### config.mk
export PLATFORM = sky130hd
export DESIGN_NAME = rtc_pirq_ctl
export DESIGN_NICKNAME = d
export VERILOG_FILES = /design/src/rtl/rtc_pirq_pkg.sv /design/src/rtl/rtc_prescaler.sv /design/src/rtl/rtc_tap_evt.sv /design/src/rtl/rtc_ctl_reg.sv /design/src/rtl/rtc_pirq_ctl.sv
export SDC_FILE = /design/constraint.sdc
export NUM_CORES = 1
export LEC_CHECK = 0
export BUFFER_PORTS_ARGS = -buffer_cell sky130_fd_sc_hd__buf_2
export CORE_MARGIN = 8
export CORE_UTILIZATION = 56
export DETAILED_ROUTE_END_ITERATION = 16
export PLACE_DENSITY = 0.79
export SYNTH_ARGS = -nofsm -noshare
export SYNTH_HDL_FRONTEND = slang
export SYNTH_SLANG_ARGS = --single-unit
### constraint.sdc
create_clock -name clk -period 1 [get_ports clk]
set_input_delay 0.1 -clock clk [delete_from_list [all_inputs] [get_ports clk]]
set_output_delay 0.1 -clock clk [all_outputs]
set_load 0.01 [all_outputs]
### src/rtl/rtc_pirq_pkg.sv
package rtc_pirq_pkg;

  // Field positions in the control byte
  localparam int FLAG_B = 7;
  localparam int SEL_HI = 6;
  localparam int SEL_LO = 4;
  localparam int EN_B   = 3;
  localparam int ADJ_B  = 2;
  localparam int DCLR_B = 1;
  localparam int RUN_B  = 0;

  localparam int SEL_W  = SEL_HI - SEL_LO + 1;
  localparam int NCODE  = 1 << SEL_W;

  typedef logic [SEL_W-1:0] psel_t;

  localparam logic [7:0] POR_VAL = 8'h09;

  // log2 of the period relative to one second, per select code
  function automatic int per_log2_off(input int code);
    case (code)
      1:       return -8;
      2:       return -6;
      3:       return -4;
      4:       return -2;
      5:       return -1;
      6:       return 0;
      7:       return 1;
      default: return 0;
    endcase
  endfunction

endpackage

### src/rtl/rtc_prescaler.sv
module rtc_prescaler #(
  parameter int CNT_W = 16
) (
  input  logic             clk,
  input  logic             rst_n,
  input  logic             adv,
  input  logic             clr,
  output logic [CNT_W-1:0] cnt_inc,
  output logic [CNT_W-1:0] cnt_q
);

  logic [CNT_W-1:0] cnt_d;
  logic             cnt_en;

  always_comb begin
    cnt_inc = cnt_q + CNT_W'(1);
    cnt_en  = clr | adv;
    cnt_d   = clr ? '0 : cnt_inc;
  end

  always_ff @(posedge clk or negedge rst_n) begin
    if (!rst_n)      cnt_q <= '0;
    else if (cnt_en) cnt_q <= cnt_d;
  end


  clr_zero_chk: assert property (@(posedge clk) disable iff (!rst_n)
    clr |=> (cnt_q == '0));


  hold_when_idle_chk: assert property (@(posedge clk) disable iff (!rst_n)
    (!clr && !adv) |=> $stable(cnt_q));


  step_one_chk: assert property (@(posedge clk) disable iff (!rst_n)
    (adv && !clr) |=> (cnt_q == CNT_W'($past(cnt_q) + 1'b1)));

endmodule

### src/rtl/rtc_tap_evt.sv
module rtc_tap_evt
  import rtc_pirq_pkg::*;
#(
  parameter int LOG2_HZ = 15,
  parameter int CNT_W   = LOG2_HZ + 1
) (
  input  logic             step,
  input  psel_t            sel,
  input  logic [CNT_W-1:0] cnt_inc,
  output logic             evt
);

  logic [NCODE-1:0] hit;

  assign hit[0] = 1'b0;

  // One match term per select code: the selected tap bit rises
  // when the new count has that bit set and every bit below clear.
  for (genvar c = 1; c < NCODE; c++) begin : g_tap
    localparam int TB = LOG2_HZ + per_log2_off(c) - 1;
    assign hit[c] = cnt_inc[TB] & ~|cnt_inc[TB-1:0];
  end

  assign evt = step & hit[sel];

endmodule

### src/rtl/rtc_ctl_reg.sv
module rtc_ctl_reg
  import rtc_pirq_pkg::*;
(
  input  logic       clk,
  input  logic       rst_n,
  input  logic       man_rst,
  input  logic       standby,
  input  logic       wr,
  input  logic [7:0] wdata,
  input  logic       hw_evt,
  output logic       flag_q,
  output psel_t      sel_q,
  output logic       en_q,
  output logic       run_q,
  output logic       clr_req,
  output logic       adj_q
);

  logic  wr_ok;
  logic  upd;
  logic  flag_d;
  psel_t sel_d;
  logic  en_d;
  logic  run_d;
  logic  adj_d;

  always_comb begin
    wr_ok   = wr & ~standby & ~man_rst;
    clr_req = wr_ok & wdata[DCLR_B];
    adj_d   = wr_ok & wdata[ADJ_B];
    upd     = man_rst | wr_ok | hw_evt;
    flag_d  = flag_q;
    sel_d   = sel_q;
    en_d    = en_q;
    run_d   = run_q;
    if (man_rst) begin
      flag_d = 1'b0;
      sel_d  = '0;
    end else begin
      if (wr_ok) begin
        flag_d = wdata[FLAG_B];
        sel_d  = wdata[SEL_HI:SEL_LO];
        en_d   = wdata[EN_B];
        run_d  = wdata[RUN_B];
      end
      if (hw_evt) flag_d = 1'b1;
    end
  end

  always_ff @(posedge clk or negedge rst_n) begin
    if (!rst_n) begin
      flag_q <= POR_VAL[FLAG_B];
      sel_q  <= POR_VAL[SEL_HI:SEL_LO];
      en_q   <= POR_VAL[EN_B];
      run_q  <= POR_VAL[RUN_B];
    end else if (upd) begin
      flag_q <= flag_d;
      sel_q  <= sel_d;
      en_q   <= en_d;
      run_q  <= run_d;
    end
  end

  always_ff @(posedge clk or negedge rst_n) begin
    if (!rst_n) adj_q <= 1'b0;
    else        adj_q <= adj_d;
  end


  mrst_keep_chk: assert property (@(posedge clk) disable iff (!rst_n)
    man_rst |=> (en_q == $past(en_q) && run_q == $past(run_q)
                 && !flag_q && sel_q == '0));


  stby_hold_chk: assert property (@(posedge clk) disable iff (!rst_n)
    (standby && !man_rst) |=> $stable({flag_q, sel_q, en_q, run_q}));


  hw_set_wins_chk: assert property (@(posedge clk) disable iff (!rst_n)
    (hw_evt && !man_rst) |=> flag_q);


  adj_after_wr_chk: assert property (@(posedge clk) disable iff (!rst_n)
    (wr && !standby && !man_rst && wdata[ADJ_B]) |=> adj_q);

endmodule

### src/rtl/rtc_pirq_ctl.sv
module rtc_pirq_ctl
  import rtc_pirq_pkg::*;
#(
  parameter int LOG2_HZ = 15
) (
  input  logic       clk,
  input  logic       rst_n,
  input  logic       man_rst,
  input  logic       standby,
  input  logic       tick,
  input  logic       bus_wr,
  input  logic [7:0] bus_wdata,
  output logic [7:0] bus_rdata,
  output logic       irq,
  output logic       adj_pulse
);

  localparam int CNT_W = LOG2_HZ + 1;

  logic [1:0]       rst_sync;
  logic             rst_i;
  logic             flag_q;
  psel_t            sel_q;
  logic             en_q;
  logic             run_q;
  logic             clr_req;
  logic             adv;
  logic             step;
  logic             hw_evt;
  logic [CNT_W-1:0] cnt_inc;
  logic [CNT_W-1:0] cnt_q;

  // Asynchronous assert, two-flop synchronous release
  always_ff @(posedge clk or negedge rst_n) begin
    if (!rst_n) rst_sync <= 2'b00;
    else        rst_sync <= {rst_sync[0], 1'b1};
  end
  assign rst_i = rst_sync[1];

  assign adv  = tick & run_q & ~standby;
  assign step = adv & ~clr_req;

  rtc_prescaler #(.CNT_W(CNT_W)) u_pre (
    .clk     (clk),
    .rst_n   (rst_i),
    .adv     (adv),
    .clr     (clr_req),
    .cnt_inc (cnt_inc),
    .cnt_q   (cnt_q)
  );

  rtc_tap_evt #(.LOG2_HZ(LOG2_HZ), .CNT_W(CNT_W)) u_tap (
    .step    (step),
    .sel     (sel_q),
    .cnt_inc (cnt_inc),
    .evt     (hw_evt)
  );

  rtc_ctl_reg u_reg (
    .clk     (clk),
    .rst_n   (rst_i),
    .man_rst (man_rst),
    .standby (standby),
    .wr      (bus_wr),
    .wdata   (bus_wdata),
    .hw_evt  (hw_evt),
    .flag_q  (flag_q),
    .sel_q   (sel_q),
    .en_q    (en_q),
    .run_q   (run_q),
    .clr_req (clr_req),
    .adj_q   (adj_pulse)
  );

  assign bus_rdata = {flag_q, sel_q, en_q, 1'b0, 1'b0, run_q};
  assign irq       = flag_q & (sel_q != '0);


  no_evt_when_off_chk: assert property (@(posedge clk) disable iff (!rst_i)
    (sel_q == '0 && !man_rst && !(bus_wr && !standby && bus_wdata[FLAG_B]))
      |=> !bus_rdata[FLAG_B] || $past(flag_q));


  irq_needs_flag_chk: assert property (@(posedge clk) disable iff (!rst_i)
    irq |-> bus_rdata[FLAG_B]);

endmodule

==> metrics.yaml, run 1 <==
run_status:
  status: "finished with violations"
  violations: "negative setup slack"
flow_run:
  cap_violations: 0
yosys:
  yosysWarnings: 0
  synthDistinctLibCells: 40
  synth.top_cell.area_share: 0.368
  yosys.area.top_type: "dfrtp_1"
  ys.flop_type: "dfrtp_1"
  ys_seq_area_frac: 0.402
  synth-async-reset-ratio: 1.00
  synth_edf_count: 0
  ys_top_cells_by_area: "dfrtp_1 37%, o21ai_0 7.7%, nand2_1 7.4%"
  synthTopCellsByCount: "31 x nand2_1, 24 x o21ai_0, 23 x dfrtp_1"
  yosys.cell_count.top_type: "nand2_1"
  syn-cell-area_sq_um: 1560
  syn_avg_cell_area_sq_um: 8.63
  synth_seq_cells: 25
  synth_cells: 181
clock_tree:
  cts_made_buffers: 3
  clkLatencyLatePin_ns: 0.35
  clock-root-buffer: "clkbuf_4"
  clk_pin_slew_ns: 0.17
  cts_tree: "done"
  clockBufferDepth: 2
  cts.sinks: 25
  htreeDepth: 1
layout:
  diodes: 0
  final_layout_size_suffix_gt1_frac: 0.531
  fin_nets: 289
  fin_util: 0.951
  area_growth_pct: 64.9
  final_cell_area_sq_um: 2580
timing:
  final-max-slew-violation-count: 0
  fin_crit_sh: 2.51
  layout_min_cycle_time_ns: 2.51
  tightest_slew_ns: 0.707
  skew_ns: 0.0116
  hold_viol_final: 0
  maxSlewHeadroom: 0.526
  setup_viol: 25
  fin_ws_ns: -1.51
  rsz0062_at_grt: "true"
  fmax_mhz: 399
global_route:
  use_met2: 0.494
  grt_util_met1: 0.323
  grt_max_degree: 16
  grt_use_met3: 0.0824
  grt_pass1_vias: 2000
  gr-usage-all-layers: 0.298
  grt-ovfl-total: 0
  grt_busiest_layer: "met2"
  grt_pass1_wl_mm: 10.3
  grt_antenna_before_repair: 0
critical_path:
  cp-start-kind: "register"
  critical_path_arrival_ns: 2.78
  crit_chain: "buf_4 > a2111oi_1 > a31oi_1 > a311oi_2 > o2111ai_1 > o22ai_2 > o211ai_1 > o211ai_2"
  path_max_fanout: 5
  crit-reg2reg-launch: "u_pre.cnt_q[5]"
  path_class: "reg -> reg"
  cp-end-kind: "register"
  worstSetupEndpoint: "u_reg.flag_q"
  crit_required_ns: 1.27
  reg2regPathDepth: 8
  slowest_delay_ns: 0.48
  r2r-end: "u_reg.flag_q"
  rrSetupSlack_ns: -1.51
  crit_slowest_cell: "dfrtp_2"
  crit_start: "u_pre.cnt_q[5]"
drt:
  vias: 2254
  drc_errors: 0
  drt_iter0_drc: 427
  first_pass_iters: 6
  routed_via_density: 7.41
  routedWlPerCell_um: 28.4
  ant_nets: 0
  wl_mm: 8.63
placement:
  place_congestion: 0.901
  place_area_sq_um: 2090
  place_ws_ns: -0.962
  io_buffer_count: 21
  dpl.hpwl_mm: 3.36
power_and_ir_drop:
  p_leak_nw: 1.19
  vdd_drop_max_v: 0.00146
  finalPower_w: 0.00267
  pwr_density_cell_nw_per_um2: 1040
floorplanning:
  initial_core_util: 0.577
  coreArea_sq_um: 2710
  io_pins: 24
  rows: 19
  dieHeight_um: 68.8
  die_w_um: 68.8
  die-area_sq_um: 4740
min_path:
  hold_class: "in -> reg"
[power breakdown]
group	leakage, nW	total, W	internal [W]	switching, W
Sequential	0.321	0.00122	0.00110	0.000120
Combinational	0.854	0.000926	0.000475	0.000451
Clock	0.0139	0.000526	0.000153	0.000372
[stage by stage]
step | hold slack (ns) | cells | TNS [ns]
5_1_grt | 0.0192 | 304 | -13.95
4_1_cts | 0.0153 | 294 | -9.80
3_5_place_dp | -0.113 | 273 | -9.32
3_3_place_gp | -0.116 | 273 | -8.25
6_report | 0.0229 | 304 | -13.01
2_1_floorplan | -0.196 | 182 | -6.25
[cell families after synthesis]
| group | after synthesis | share of synthesized area |
|---|---|---|
| fa+ha+maj | 1 | 0.00801 |
| flops | 25 | 0.402 |
| other cells | 2 | 0.00481 |
| buf+inv | 14 | 0.0472 |
| mux | 7 | 0.0464 |
| simple gates | 76 | 0.250 |
| xor+xnor | 6 | 0.0336 |
| compound gates | 50 | 0.208 |
[how the worst min path moves through the flow]
stage / end / startpoint / slack [ns] / cells past startpoint
2_1_floorplan: rst_sync[0] / rst_n / -0.20 / 0
3_3_place_gp: rst_sync[0] / rst_n / -0.12 / 1
3_5_place_dp: rst_sync[0] / rst_n / -0.11 / 1
4_1_cts: u_reg.sel_q[0] / bus_wdata[4] / 0.02 / 3
5_1_grt: rst_sync[1] / rst_n / 0.02 / 2
6_report: u_reg.sel_q[2] / bus_wdata[6] / 0.02 / 3
[cell type report]
type | instances | area [sq um]
timing repair buffer | 100 | 811
multi-input combinational | 144 | 1060
tap | 31 | 38.8
clock buffer | 3 | 22.5
clock inverter | 1 | 7.51
fill | 70 | 133
sequential | 25 | 638
[routing by layer]
| layer | wire length, um | share of wire |
|---|---|---|
| met1 | 2720 | 0.31 |
| met2 | 3790 | 0.44 |
| met3 | 1250 | 0.15 |
| met4 | 872 | 0.10 |
| met5 | 0 | 0 |
[state kept, by name, summed over array words and instances (netlist names)]
signal        flops
u_pre.cnt_q      16
u_reg.sel_q       3
rst_sync          2
u_reg.adj_q       1
u_reg.en_q        1
u_reg.flag_q      1
u_reg.run_q       1
[worst max-delay path: cells and delay by family, from the launching register on]
| family | cells | cell delay (ns) |
|---|---|---|
| buffers and inverters | 1 | 0.15 |
| DFF | 1 | 0.48 |
| AOI/OAI and AO/OA | 7 | 1.79 |
[cells in the final DEF, fill, tap and decap left out, types with 2 or more instances in the layout]
master and instances:
xnor2_1 2, xor2_1 3, dfrtp_1 15, buf_4 56
nand2_4 2, nand3_1 4, o31ai_2 2, nand3b_1 2
mux2i_1 5, a21oi_1 3, nand4_1 5, nor2b_1 2
buf_2 16, conb_1 3, a31oi_1 4, nand3_2 2
o21ai_2 6, a22o_1 2, buf_6 24, nor2_4 3
a21o_1 3, o31ai_1 3, nand2_1 29, o21ai_0 7
mux2_2 2, dlygate4sd3_1 4, dfstp_2 2, and3_1 2
clkbuf_4 3, dfrtp_2 8, nor4_4 3, nor2_1 10
o21ai_1 11
[repair_timing]
| action | CTS | global route |
|---|---|---|
| buffers inserted | 12 | 12 |
| setup endpoints to repair | 23 | 24 |
| hold buffers | 4 | 0 |
| pin swaps | 5 | 10 |
| resized for setup | 41 | 29 |
| cloned | 1 | 0 |
| endpoints found under the hold margin | 5 | 0 |
No activity file was read; power rests on OpenSTA's default activity.
==> run 2, diff against run 1 <==
- PLACE_DENSITY: 0.79 -> 0.78
- SYNTH_HIERARCHICAL: default -> 1
==> metrics.yaml, run 2 <==
critical_path:
  cp-end-kind: "register"
  crit_chain: "nand4_4 > nor3_2 > xor2_1 > or4_4 > nor4b_4 > a21oi_2 > a2111oi_4 > nor3_1 > a211oi_1"
  critical_path_arrival_ns: 3.60
  crit_required_ns: 1.24
  crit-reg2reg-launch: "u_pre/cnt_q[3]"
  crit_slowest_cell: "or4_4"
  cp-start-kind: "register"
  cp_num_buf_inv: 0
  crit_cells: 9
  r2r-end: "u_reg/flag_q"
  path_class: "reg -> reg"
  reg2regPathDepth: 9
  path_max_fanout: 5
  rrSetupSlack_ns: -2.36
  crit_family: "simple AND/OR/NAND/NOR gates"
  slowest_delay_ns: 0.60
power_and_ir_drop:
  power_frac_seq: 0.426
  switching_share: 0.375
  vdd_drop_max_v: 0.00135
  pwr_density_cell_nw_per_um2: 1120
  finalPower_w: 0.00295
  power_switching_w: 0.00111
  p_int_w: 0.00185
  power_frac_clock: 0.180
  combPwrFrac: 0.395
  p_leak_nw: 1.36
timing:
  fin_ws_ns: -2.36
  layout_min_cycle_time_ns: 3.36
  hold_viol_final: 0
  rsz0062_at_grt: "true"
  fmax_mhz: 297
  setup_viol: 26
  final-max-slew-violation-count: 0
  skew_ns: 0.00885
  fin_crit_sh: 3.36
  maxSlewHeadroom: 0.671
  tightest_slew_ns: 0.488
  timing.setup.tns_ns: -14.91
layout:
  final_cell_area_sq_um: 2630
  fin_cells: 286
  fin_nets: 270
  area_growth_pct: 59.5
  final_layout_size_suffix_gt1_frac: 0.559
  largest_register_ffs: 16
  regMostFlops: "u_pre/cnt_q"
  layout.cells.most_common_list: "55 x buf_4, 21 x nor2_1, 19 x buf_6"
  top_regs: "u_pre/cnt_q: 16 flops, u_reg/sel_q: 3 flops, rst_sync: 2 flops"
  final_common_cell: "buf_4"
drt:
  ant_nets: 0
  routed_via_density: 6.76
  drc_errors: 0
  vias: 1934
  routedWlPerCell_um: 28.4
  wl_mm: 8.13
  first_pass_iters: 5
  drt_iter0_drc: 285
placement:
  place_ws_ns: -1.64
  place_area_sq_um: 2230
  io_buffer_count: 21
  dpl.hpwl_mm: 3.43
  dp_cells: 264
  place_congestion: 0.862
floorplanning:
  die-area_sq_um: 4930
  dieHeight_um: 70.2
  rows: 19
  io_pins: 24
  die_w_um: 70.2
  coreArea_sq_um: 2780
  initial_core_util: 0.592
yosys:
  synthDistinctLibCells: 48
  synthXorXnorAreaFrac: 0.133
  synth_top_family_by_area: "simple AND/OR/NAND/NOR gates"
  ys.flop_type: "dfrtp_1"
  yosys.area.top_type: "dfrtp_1"
  ys_seq_area_frac: 0.381
  synth-async-reset-ratio: 1.00
  synth-simple-area-share: 0.299
  synth_seq_cells: 25
  yosys.cell_count.top_type: "dfrtp_1"
  synth.area.mux_share: 0.0426
  yosysWarnings: 6
  syn_avg_cell_area_sq_um: 9.74
  synthAdderAreaFrac: 0.00760
  ys_top_cells_by_area: "dfrtp_1 35%, xor2_1 6.9%, xnor2_1 6.4%"
  syn-cell-area_sq_um: 1650
  synth_cells: 169
  synth.top_cell.area_share: 0.350
  synth_edf_count: 0
  synth-compound-area-share: 0.0676
  synthTopCellsByCount: "23 x dfrtp_1, 22 x nor2_1, 13 x xor2_1"
global_route:
  grt_antenna_before_repair: 1
  grt-ovfl-total: 0
  gr-usage-all-layers: 0.260
  grt_max_degree: 24
  grt_pass1_wl_mm: 10.2
  grt_pass1_vias: 1944
min_path:
  hold_class: "in -> async"
clock_tree:
  htreeDepth: 1
  cts_tree: "done"
  clock-root-buffer: "clkbuf_4"
  cts.sinks: 25
  clk_pin_slew_ns: 0.16
  cts_made_buffers: 3
  clkLatencyLatePin_ns: 0.37
  clockBufferDepth: 2
run_status:
  violations: "negative setup slack"
  status: "finished with violations"
flow_run:
  cap_violations: 0
## run 2: changes by cell type after synthesis, sizes merged, moves of 3 or more
cell / change
o31ai: -5
nand2: -22
o21ai: -21
nor4: +4
nor3: +6
inv: +5
nor2b: -3
xor2: +10
a31oi: -3
xnor2: +9
nor2: +10
## run 2: worst max-delay path by stage
| stage | start | end | slack, ns |
|---|---|---|---|
| 2_1_floorplan | u_pre/cnt_q[4] | u_reg/flag_q | -1.48 |
| 3_3_place_gp | u_pre/cnt_q[0] | u_reg/flag_q | -1.49 |
| 3_5_place_dp | u_pre/cnt_q[1] | u_reg/flag_q | -1.64 |
| 4_1_cts | u_pre/cnt_q[1] | u_reg/flag_q | -1.66 |
| 5_1_grt | u_pre/cnt_q[1] | u_reg/flag_q | -2.30 |
| 6_report | u_pre/cnt_q[3] | u_reg/flag_q | -2.36 |
## run 2: what timing repair did
item / CTS / global route
hold buffers: 5 / 0
buffers inserted: 11 / 6
gates resized for setup: 31 / 20
hold endpoints to repair: 6 / 0
pin swaps: 15 / 9
endpoints found under the setup margin: 24 / 25
## run 2: area by class of cell
cell class | count | area (sq um)
multi-input cells | 126 | 1150
repair buffers | 94 | 752
flip-flops and latches | 25 | 638
fillers | 70 | 155
well taps | 31 | 38.8
clock buffers | 3 | 22.5
inverters | 5 | 18.8
clock inverters | 1 | 7.51
diodes | 1 | 2.50
## run 2: cells by family (layout without fill, tap and decap cells)
logic type | count (synthesis) | after routing
flops | 25 | 25
buf+inv | 19 | 103
simple gates | 75 | 75
xor+xnor | 25 | 25
fa+ha+maj | 1 | 1
other cells | 2 | 4
mux | 6 | 6
compound gates | 16 | 16
## run 2: metal layers
metal | wire [um] | vias up | track usage
li1 | - | 750 | -
met5 | 0 | - | 0
met4 | 831 | 0 | 0.176
met1 | 2660 | 899 | 0.282
met3 | 952 | 83 | 0.0466
met2 | 3690 | 202 | 0.447
## run 2: metrics by stage
| stage | utilization | hold WS, ns |
|---|---|---|
| after CTS | 0.914 | 0.00650 |
| final | 0.944 | 0.0213 |
| after global placement | 0.801 | -0.116 |
| after floorplan | - | -0.196 |
| after detailed placement | 0.801 | -0.112 |
| after global routing | 0.944 | 0.0300 |
## run 2: power by group through the flow
stage	registers [W]	clock network [W]	logic, W
floorplan	0.00127	0	0.000447
global placement	0.00127	0	0.000671
detailed placement	0.00129	0	0.000712
CTS	0.00124	0.000518	0.000971
global route	0.00127	0.000570	0.00118
finish	0.00126	0.000531	0.00117
==> run 3, diff against run 2 <==
- REMOVE_ABC_BUFFERS: default -> 1
- SETUP_SLACK_MARGIN: default -> 0.4
- clock period: 1 -> 3.3 ns (I/O delays scaled with it)
==> metrics.yaml, run 3 (same netlist as run 2, synthesis figures left out) <==
layout:
  fin_util: 0.660
  layout.cells.most_common_list: "22 x nor2_1, 21 x buf_2, 18 x dfrtp_1"
  top_regs: "u_pre/cnt_q: 16 flops, u_reg/sel_q: 3 flops, rst_sync: 2 flops"
  largest_register_ffs: 16
  fin_nets: 202
  regMostFlops: "u_pre/cnt_q"
  final_layout_size_suffix_gt1_frac: 0.301
  diodes: 0
  final_cell_area_sq_um: 1840
  final_common_cell: "nor2_1"
  area_growth_pct: 11.5
timing:
  layout_min_cycle_time_ns: 2.76
  skew_ns: 0.00269
  fmax_mhz: 362
  rsz0062_at_grt: "false"
  maxSlewHeadroom: 0.397
  final-max-slew-violation-count: 0
  tightest_slew_ns: 0.905
  hold_viol_final: 0
  fin_crit_sh: 0.836
  whs_ns: 0.215
  timing.setup.tns_ns: 0
  setup_viol: 0
clock_tree:
  cts_tree: "done"
  cts.sinks: 25
  clk_pin_slew_ns: 0.12
  clkLatencyLatePin_ns: 0.31
  clock-root-buffer: "clkbuf_4"
  cts_made_buffers: 3
  htreeDepth: 1
  clockBufferDepth: 2
flow_run:
  cap_violations: 0
min_path:
  hold_class: "in -> reg"
  min_from: "bus_wdata[2]"
  whs_path_depth: 2
  worst_hold_path.endpoint: "u_reg/adj_q"
power_and_ir_drop:
  power_frac_clock: 0.188
  power_switching_w: 0.000218
  switching_share: 0.315
  pwr_density_cell_nw_per_um2: 378
  p_int_w: 0.000476
  p_leak_nw: 0.843
  combPwrFrac: 0.253
  power_frac_seq: 0.559
  vdd_drop_max_v: 0.000321
  finalPower_w: 0.000694
drt:
  routedWlPerCell_um: 14.7
  drc_errors: 0
  vias: 1215
  routed_via_density: 5.60
  wl_mm: 3.20
  drt_iter0_drc: 53
  first_pass_iters: 4
  ant_nets: 0
placement:
  place_area_sq_um: 1710
  io_buffer_count: 21
  dpl.hpwl_mm: 2.31
  place_congestion: 0.884
global_route:
  gr-usage-all-layers: 0.126
  grt_pass1_vias: 1236
  grt_max_degree: 24
  grt_antenna_before_repair: 0
  grt_pass1_wl_mm: 5.30
  grt-ovfl-total: 0
critical_path:
  path_max_fanout: 9
  r2r-end: "u_reg/flag_q"
  rrSetupSlack_ns: 0.54
  reg2regPathDepth: 9
  path_class: "reg -> reg"
  cp-end-kind: "register"
  critical_path_arrival_ns: 2.99
  crit_required_ns: 3.53
  crit-reg2reg-launch: "u_pre/cnt_q[3]"
  cp-start-kind: "register"
floorplanning:
  die_w_um: 70.2
  dieHeight_um: 70.2
  rows: 19
  die-area_sq_um: 4930
  coreArea_sq_um: 2780
  initial_core_util: 0.592
  io_pins: 24
run_status:
  status: "finished, final reports clean"
-- run 3: worst max-delay path by stage --
| stage | startpoint | to | slack [ns] | cells past startpoint |
|---|---|---|---|---|
| final | u_pre/cnt_q[3] | u_reg/flag_q | 0.54 | 9 |
| after global routing | u_pre/cnt_q[6] | u_reg/flag_q | 0.41 | 9 |
| after CTS | u_pre/cnt_q[0] | u_reg/flag_q | 0.41 | 10 |
| after detailed placement | u_pre/cnt_q[0] | u_reg/flag_q | 0.10 | 10 |
| after global placement | u_pre/cnt_q[0] | u_reg/flag_q | 0.26 | 10 |
| after floorplan | u_pre/cnt_q[0] | u_reg/flag_q | 0.36 | 10 |
-- run 3: metrics by stage --
step | setup slack [ns] | instances
4_1_cts | 0.406 | 215
2_1_floorplan | 0.355 | 156
3_3_place_gp | 0.261 | 208
3_5_place_dp | 0.102 | 208
6_report | 0.541 | 217
5_1_grt | 0.407 | 217
-- run 3: repair_timing --
action,CTS,global route
hold buffers,1,0
buffers inserted,2,2
pin swaps,1,1
endpoints found under the hold margin,2,0
gates resized for setup,7,7
endpoints found under the setup margin,1,1
-- run 3: cell type report --
class / instances / area (sq um)
repair buffers: 26 / 145
fillers: 219 / 946
flip-flops and latches: 25 / 634
well taps: 31 / 38.8
clock buffers: 4 / 26.3
multi-input cells: 126 / 972
inverters: 5 / 18.8
-- run 3: routing by layer --
metal  up-vias  GRT usage  part of all wire
met5         -          0                 0
met1       577      0.139              0.43
met3         5     0.0282             0.040
li1        611          -                 -
met2        22      0.224              0.51
met4         0     0.0558             0.014
-- run 3: critical path, cell delays in order (launching register included) --
cell and delay (ns):
dfrtp_2 0.50, nand4_4 0.20, nor3_1 0.26, xor2_1 0.13, or4_4 0.55, nor4b_4 0.23
a21oi_2 0.10, a2111oi_4 0.38, nor2_1 0.09, a211oi_1 0.23
-- run 3: power groups by stage --
stage	logic (W)	registers [W]	clock network, W
global route	0.000192	0.000392	0.000146
detailed placement	0.000122	0.000397	0
global placement	0.000118	0.000393	0
finish	0.000176	0.000388	0.000131
floorplan	0.0000849	0.000392	0
CTS	0.000163	0.000379	0.000139
